### src/rtl/fn_pio_pkg.sv
package fn_pio_pkg;

   localparam int DATA_W    = 64;
   localparam int BE_W      = DATA_W / 8;
   localparam int ALIGN_W   = $clog2(BE_W);
   localparam int BAR_SEL_W = 3;
   localparam logic [BAR_SEL_W-1:0] PIO_BAR = 3'd2;

   typedef enum logic [1:0] {
      ST_IDLE   = 2'd0,
      ST_CMD    = 2'd1,
      ST_RDWAIT = 2'd2
   } pio_state_e;

   function automatic int fld_w(input int count);
      return (count > 1) ? $clog2(count) : 1;
   endfunction

endpackage

### src/rtl/fn_pio_decode.sv
module fn_pio_decode
   import fn_pio_pkg::*;
#(
   parameter int PF_W       = 2,
   parameter int VF_W       = 3,
   parameter int BAR_LOG2   = 22,
   parameter int REQ_ADDR_W = 32,
   localparam int MA_W      = 1 + PF_W + VF_W + BAR_LOG2
)(
   input  logic [BAR_SEL_W-1:0]  bar,
   input  logic [PF_W-1:0]       pf,
   input  logic [VF_W-1:0]       vf,
   input  logic                  vf_active,
   input  logic [REQ_ADDR_W-1:0] addr,
   output logic                  hit,
   output logic                  bad,
   output logic [MA_W-1:0]       tagged_addr
);

   logic misaligned;
   logic out_of_range;
   logic [VF_W-1:0] vf_field;

   assign hit        = (bar == PIO_BAR);
   assign misaligned = |addr[ALIGN_W-1:0];

   generate
      if (REQ_ADDR_W > BAR_LOG2) begin : g_range
         assign out_of_range = |addr[REQ_ADDR_W-1:BAR_LOG2];
      end else begin : g_norange
         assign out_of_range = 1'b0;
      end
   endgenerate

   assign bad      = misaligned | out_of_range;
   assign vf_field = vf_active ? vf : '0;

   assign tagged_addr = {vf_active, pf, vf_field, addr[BAR_LOG2-1:0]};

endmodule

### src/rtl/fn_pio_ctrl.sv
module fn_pio_ctrl
   import fn_pio_pkg::*;
#(
   parameter int MA_W  = 28,
   parameter int TAG_W = 8
)(
   input  logic              clk,
   input  logic              rst_n,
   input  logic              req_valid,
   output logic              req_ready,
   input  logic              hit,
   input  logic              bad,
   input  logic [MA_W-1:0]   tagged_addr,
   input  logic              req_write,
   input  logic [DATA_W-1:0] req_wdata,
   input  logic [TAG_W-1:0]  req_tag,
   output logic [MA_W-1:0]   m_address,
   output logic              m_read,
   output logic              m_write,
   output logic [DATA_W-1:0] m_writedata,
   input  logic              m_waitrequest,
   input  logic              m_readdatavalid,
   output logic              rd_done,
   output logic [TAG_W-1:0]  rd_tag,
   output logic              err_evt,
   output logic [TAG_W-1:0]  err_evt_tag
);

   pio_state_e state_q;
   logic              cmd_wr_q;
   logic [MA_W-1:0]   addr_q;
   logic [DATA_W-1:0] wdata_q;
   logic [TAG_W-1:0]  tag_q;
   logic              accept;
   logic              launch;

   assign req_ready = (state_q == ST_IDLE);
   assign accept    = req_valid && req_ready;
   assign launch    = accept && hit && !bad;

   always_ff @(posedge clk) begin
      if (!rst_n) begin
         state_q  <= ST_IDLE;
         cmd_wr_q <= 1'b0;
         addr_q   <= '0;
         wdata_q  <= '0;
         tag_q    <= '0;
      end else begin
         unique case (state_q)
            ST_IDLE: begin
               if (launch) begin
                  state_q  <= ST_CMD;
                  cmd_wr_q <= req_write;
                  addr_q   <= tagged_addr;
                  wdata_q  <= req_wdata;
                  tag_q    <= req_tag;
               end
            end
            ST_CMD: begin
               if (!m_waitrequest) begin
                  state_q <= cmd_wr_q ? ST_IDLE : ST_RDWAIT;
               end
            end
            ST_RDWAIT: begin
               if (m_readdatavalid) begin
                  state_q <= ST_IDLE;
               end
            end
            default: state_q <= ST_IDLE;
         endcase
      end
   end

   assign m_address   = addr_q;
   assign m_writedata = wdata_q;
   assign m_read      = (state_q == ST_CMD) && !cmd_wr_q;
   assign m_write     = (state_q == ST_CMD) &&  cmd_wr_q;

   assign rd_done     = (state_q == ST_RDWAIT) && m_readdatavalid;
   assign rd_tag      = tag_q;
   assign err_evt     = accept && hit && bad;
   assign err_evt_tag = req_tag;

   // stalled command is held
   a_r6_hold_cmd: assert property (@(posedge clk) disable iff (!rst_n)
      (m_read || m_write) && m_waitrequest |=>
         $stable(m_address) && $stable(m_read) && $stable(m_write) && $stable(m_writedata));

   // never both commands
   a_r5_one_cmd: assert property (@(posedge clk) disable iff (!rst_n)
      $onehot0({m_read, m_write}));

   // accepted command drops next cycle
   a_r5_single_beat: assert property (@(posedge clk) disable iff (!rst_n)
      (m_read || m_write) && !m_waitrequest |=> !m_read && !m_write);

   // ready returns after accepted write
   a_r7_ready_after_wr: assert property (@(posedge clk) disable iff (!rst_n)
      m_write && !m_waitrequest |=> req_ready);

   // no new request taken while a command is on the bus
   a_r7_busy: assert property (@(posedge clk) disable iff (!rst_n)
      (m_read || m_write) |-> !req_ready);

endmodule

### src/rtl/fn_pio_resp.sv
module fn_pio_resp
   import fn_pio_pkg::*;
#(
   parameter int TAG_W = 8
)(
   input  logic              clk,
   input  logic              rst_n,
   input  logic              rd_done,
   input  logic [TAG_W-1:0]  rd_tag,
   input  logic [DATA_W-1:0] m_readdata,
   input  logic              err_evt,
   input  logic [TAG_W-1:0]  err_evt_tag,
   input  logic              m_readdatavalid,
   output logic              rsp_valid,
   output logic [DATA_W-1:0] rsp_data,
   output logic [TAG_W-1:0]  rsp_tag,
   output logic              err_valid,
   output logic [TAG_W-1:0]  err_tag
);

   always_ff @(posedge clk) begin
      if (!rst_n) begin
         rsp_valid <= 1'b0;
         rsp_data  <= '0;
         rsp_tag   <= '0;
         err_valid <= 1'b0;
         err_tag   <= '0;
      end else begin
         rsp_valid <= rd_done;
         err_valid <= err_evt;
         if (rd_done) begin
            rsp_data <= m_readdata;
            rsp_tag  <= rd_tag;
         end
         if (err_evt) begin
            err_tag <= err_evt_tag;
         end
      end
   end

   // a response follows a data beat
   a_r8_rsp_after_beat: assert property (@(posedge clk) disable iff (!rst_n)
      rsp_valid |-> $past(m_readdatavalid));

   // rejected request never produces a response alongside the error
   a_r3_err_no_rsp: assert property (@(posedge clk) disable iff (!rst_n)
      err_valid |-> !rsp_valid);

endmodule

### src/rtl/fn_pio_bridge.sv
module fn_pio_bridge
   import fn_pio_pkg::*;
#(
   parameter int NUM_PF     = 4,
   parameter int NUM_VF     = 8,
   parameter int BAR_LOG2   = 22,
   parameter int REQ_ADDR_W = 32,
   parameter int TAG_W      = 8,
   localparam int PF_W      = fld_w(NUM_PF),
   localparam int VF_W      = fld_w(NUM_VF),
   localparam int MA_W      = 1 + PF_W + VF_W + BAR_LOG2
)(
   input  logic                  clk,
   input  logic                  rst_n,
   input  logic                  req_valid,
   output logic                  req_ready,
   input  logic [BAR_SEL_W-1:0]  req_bar,
   input  logic [PF_W-1:0]       req_pf,
   input  logic [VF_W-1:0]       req_vf,
   input  logic                  req_vf_active,
   input  logic [REQ_ADDR_W-1:0] req_addr,
   input  logic                  req_write,
   input  logic [DATA_W-1:0]     req_wdata,
   input  logic [TAG_W-1:0]      req_tag,
   output logic [MA_W-1:0]       m_address,
   output logic                  m_read,
   output logic                  m_write,
   output logic [DATA_W-1:0]     m_writedata,
   output logic [BE_W-1:0]       m_byteenable,
   input  logic                  m_waitrequest,
   input  logic [DATA_W-1:0]     m_readdata,
   input  logic                  m_readdatavalid,
   output logic                  rsp_valid,
   output logic [DATA_W-1:0]     rsp_data,
   output logic [TAG_W-1:0]      rsp_tag,
   output logic                  err_valid,
   output logic [TAG_W-1:0]      err_tag
);

   generate
      if (NUM_PF < 1) begin : g_chk_pf
         $error("NUM_PF must be at least 1");
      end
      if (NUM_VF < 1) begin : g_chk_vf
         $error("NUM_VF must be at least 1");
      end
      if (BAR_LOG2 < ALIGN_W) begin : g_chk_bar
         $error("BAR_LOG2 must cover one 64-bit word");
      end
      if (REQ_ADDR_W < BAR_LOG2) begin : g_chk_aw
         $error("REQ_ADDR_W must be at least BAR_LOG2");
      end
      if (TAG_W < 1) begin : g_chk_tag
         $error("TAG_W must be at least 1");
      end
   endgenerate

   logic            dec_hit;
   logic            dec_bad;
   logic [MA_W-1:0] dec_addr;
   logic            rd_done;
   logic [TAG_W-1:0] rd_tag;
   logic            err_evt;
   logic [TAG_W-1:0] err_evt_tag;

   fn_pio_decode #(
      .PF_W       (PF_W),
      .VF_W       (VF_W),
      .BAR_LOG2   (BAR_LOG2),
      .REQ_ADDR_W (REQ_ADDR_W)
   ) u_decode (
      .bar         (req_bar),
      .pf          (req_pf),
      .vf          (req_vf),
      .vf_active   (req_vf_active),
      .addr        (req_addr),
      .hit         (dec_hit),
      .bad         (dec_bad),
      .tagged_addr (dec_addr)
   );

   fn_pio_ctrl #(
      .MA_W  (MA_W),
      .TAG_W (TAG_W)
   ) u_ctrl (
      .clk             (clk),
      .rst_n           (rst_n),
      .req_valid       (req_valid),
      .req_ready       (req_ready),
      .hit             (dec_hit),
      .bad             (dec_bad),
      .tagged_addr     (dec_addr),
      .req_write       (req_write),
      .req_wdata       (req_wdata),
      .req_tag         (req_tag),
      .m_address       (m_address),
      .m_read          (m_read),
      .m_write         (m_write),
      .m_writedata     (m_writedata),
      .m_waitrequest   (m_waitrequest),
      .m_readdatavalid (m_readdatavalid),
      .rd_done         (rd_done),
      .rd_tag          (rd_tag),
      .err_evt         (err_evt),
      .err_evt_tag     (err_evt_tag)
   );

   fn_pio_resp #(
      .TAG_W (TAG_W)
   ) u_resp (
      .clk             (clk),
      .rst_n           (rst_n),
      .rd_done         (rd_done),
      .rd_tag          (rd_tag),
      .m_readdata      (m_readdata),
      .err_evt         (err_evt),
      .err_evt_tag     (err_evt_tag),
      .m_readdatavalid (m_readdatavalid),
      .rsp_valid       (rsp_valid),
      .rsp_data        (rsp_data),
      .rsp_tag         (rsp_tag),
      .err_valid       (err_valid),
      .err_tag         (err_tag)
   );

   assign m_byteenable = '1;

   // issued addresses are always word aligned
   a_r3_aligned: assert property (@(posedge clk) disable iff (!rst_n)
      (m_read || m_write) |-> (m_address[ALIGN_W-1:0] == '0));

   // a non-window request never starts a command
   a_r1_no_fwd: assert property (@(posedge clk) disable iff (!rst_n)
      req_valid && req_ready && (req_bar != PIO_BAR) |=> !m_read && !m_write && !err_valid);

endmodule

### config.mk
export PLATFORM = sky130hd
export DESIGN_NAME = fn_pio_bridge
export DESIGN_NICKNAME = d
export VERILOG_FILES = /design/src/rtl/fn_pio_pkg.sv /design/src/rtl/fn_pio_decode.sv /design/src/rtl/fn_pio_ctrl.sv /design/src/rtl/fn_pio_resp.sv /design/src/rtl/fn_pio_bridge.sv
export SDC_FILE = /design/constraint.sdc
export NUM_CORES = 1
export LEC_CHECK = 0
export ABC_AREA = 0
export CORE_AREA = 2 2 144 146
export CTS_CLUSTER_SIZE = 8
export DETAILED_ROUTE_END_ITERATION = 10
export DIE_AREA = 0 0 146 148
export PLACE_DENSITY = 0.83
export SLEW_MARGIN = 20
export SYNTH_ARGS = -nofsm -noshare
export SYNTH_HDL_FRONTEND = slang
export SYNTH_SLANG_ARGS = --single-unit
### constraint.sdc
create_clock -name clk -period 3 [get_ports clk]
set_clock_uncertainty 0.2 [all_clocks]
set_input_delay 0.75 -clock clk [delete_from_list [all_inputs] [get_ports clk]]
set_output_delay 0.75 -clock clk [all_outputs]
set_load 0.02 [all_outputs]
==> reports/results.ini <==
[synthesis]
synth.area.top_cells = dfxtp_1, nand2_1, mux2i_1
synth_edf_count = 0
syn_area_sq_mm = 0.00696
synth.distinct_cells = 24
ys_seq_elements = 185
synth_top_area_share_pct = 53.2
yosysWarnings = 0
synth_area_per_cell_sq_um = 8.62
ys_async_sr_fraction_pct = 0
yosysTopAreaCell = dfxtp_1
yosysSeqAreaShare_pct = 53.2
syn_inst = 808
synthFlopType = dfxtp_1

[floorplanning]
core_area_sq_mm = 0.0200
start_util_pct = 34.7
dieHeight_um = 148
placementRows = 52
io_pins = 368
fp.dieW_um = 146
dieArea_sq_mm = 0.0216

[route]
viasPerCell = 4.60
drc_errors = 0
ant_nets = 0
wire_per_inst_um = 15.3
via_count = 6584
drt-total-wl_um = 21900
dr.pass1.iters = 4
drt_iter0_drc = 219

[cts]
post_cts_buffers = 0
root_buffer = clkbuf_16
cts_resized = 0
cts_hold_buf = 0
cts_sinks = 185
clock_path_buffers = 2
path_clk_slew_ns = 0.07
cts_max_level = 4
cts_made_buffers = 17
clock_latency_ns = 0.42
cts_tree = done

[global_route]
grt_pass1_vias = 6283
grt_max_degree = 79
antenna_found_initial = 1
grt_pass1_wl_um = 33000
grt_remaining_overflow = 0
grt_usage_pct = 19.3

[timing]
fin_crit_ns = 2.67
setup_slack_ns = 0.332
rsz0062_at_grt = no
setup_viol = 0
fin_crit_sh_pct = 88.9
worst_hold_slack_ns = 0.254
max_slew_margin_pct = 63.5
hold_viol = 0
slew_violations = 0
max_freq_mhz = 375
worst_slew_pin_slew_ns = 0.543

[worst_hold_path]
min-delay-path-class = reg2reg

[run]
max_cap_violations = 0

[final_layout]
layout_common_cells = clkdlybuf4s50_1, nand2_1, dfxtp_1
layoutNonFillerInstCount = 1432
final_common_cell = clkdlybuf4s50_1
fin_nets = 1332
drive_gt1_share_pct = 5.08
antennaDiodeCount = 0
final_area_sq_mm = 0.0114
area_growth_pct = 63.8

[power]
p_leak_uw = 0.00399
combPwrFrac_pct = 7.4
p_total_uw = 5090
clkPwrFrac_pct = 44.3
switching_share_pct = 23.3
p_seq_share_pct = 48.3
internal_power_uw = 3900
ir_worst_vdd_uv = 343
pwr_density_cell_mw_per_mm2 = 446
p_sw_uw = 1190

[setup_path]
crit_type = reg2out
end_kind = primary output
cp.arrival_ns = 1.72
startpoint_type = flip-flop
crit_path_max_fanout = 5
cp.required_ns = 2.05

[run_status]
status = finished, final reports clean

[placed_design]
place_area_sq_mm = 0.0108
place_ws_ns = -0.131
dp_hpwl_um = 16200
dp.cells = 1400
portBuffers = 359
gp_congestion = 0.792

synth_stat cells (2+ instances only):
| cell | n |
|---|---|
| buf_4 | 10 |
| buf_2 | 7 |
| clkbuf_1 | 35 |
| nand2_1 | 346 |
| a21oi_1 | 73 |
| nor3b_1 | 3 |
| dfxtp_1 | 185 |
| mux2i_1 | 106 |
| nor2_1 | 9 |
| buf_6 | 9 |
| buf_1 | 6 |
| nor3_1 | 2 |
| nand3_1 | 4 |
| inv_1 | 2 |
| nor4_1 | 2 |
path summary, 6_finish.rpt:
check / cells after the start / slack (ns) / start / endpoint
setup reg to reg: 6 / 1.17 / u_ctrl.state_q[1]$_SDFFE_PN0P_ / u_ctrl.m_address[7]$_SDFFE_PN0P_
hold reg to reg: 2 / 0.25 / u_resp.rsp_tag[1]$_SDFFE_PN0P_ / u_resp.rsp_tag[1]$_SDFFE_PN0P_
hold / removal: 2 / 0.25 / u_resp.rsp_tag[1]$_SDFFE_PN0P_ / u_resp.rsp_tag[1]$_SDFFE_PN0P_
setup / recovery: 3 / 0.33 / u_ctrl.state_q[1]$_SDFFE_PN0P_ / m_read
power by group through the flow:
stage / clock (uW) / sequential [uW] / combinational (uW)
global route: 2410 / 2460 / 406
CTS: 2320 / 2460 / 379
global placement: 0 / 2510 / 375
detailed placement: 0 / 2510 / 377
floorplan: 0 / 2520 / 105
finish: 2260 / 2460 / 377
critical path: stages (launching register included):
cell	delay (ns)
dfxtp_1	0.34
nand2b_1	0.21
nor2_1	0.11
clkdlybuf4s50_1	0.64
final cells by class:
class / instances / area [sq um]
clock buffers: 18 / 439
clock inverters: 14 / 154
fillers: 1788 / 8640
inverters: 3 / 11.3
multi-input cells: 560 / 2920
flip-flops and latches: 185 / 3700
well taps: 270 / 338
repair buffers: 382 / 3840
flip-flops by register name, summed over array words and instances, names as in the netlist:
signal / flops
u_resp.err_tag: 8
u_resp.rsp_tag: 8
u_resp.err_valid: 1
u_ctrl.m_writedata: 64
u_ctrl.cmd_wr_q: 1
u_resp.rsp_data: 64
u_ctrl.m_address: 28
u_ctrl.state_q: 2
u_resp.rsp_valid: 1
u_ctrl.rd_tag: 8
cell families (layout without fill, tap and decap cells):
group                  Yosys count  after routing  share of synthesized area (%)
other                            1              8                         0.0539
multiplexers                   106            106                           15.2
flip-flops                     185            185                           53.2
buffers and inverters           70            417                           5.41
AO/OA/AOI/OAI                   74             74                           5.35
AND/OR/NAND/NOR                372            372                           20.8
per-layer routing:
layer / vias to the layer above / global-route usage (%) / wire length, um
met5: - / 0 / 13
met4: 2 / 5.34 / 290
met3: 21 / 7.47 / 2020
met2: 270 / 33.7 / 10700
met1: 3030 / 22.1 / 8820
li1: 3261 / - / -
per-stage QoR:
stage | setup TNS [ns] | util (%)
after global routing | 0 | 56.9
after detailed placement | -3.68 | 53.9
after global placement | 0 | 53.9
final | 0 | 56.9
after CTS | 0 | 56.9
after floorplan | 0 | -
Note: power is estimated with default switching activity, not from simulation.
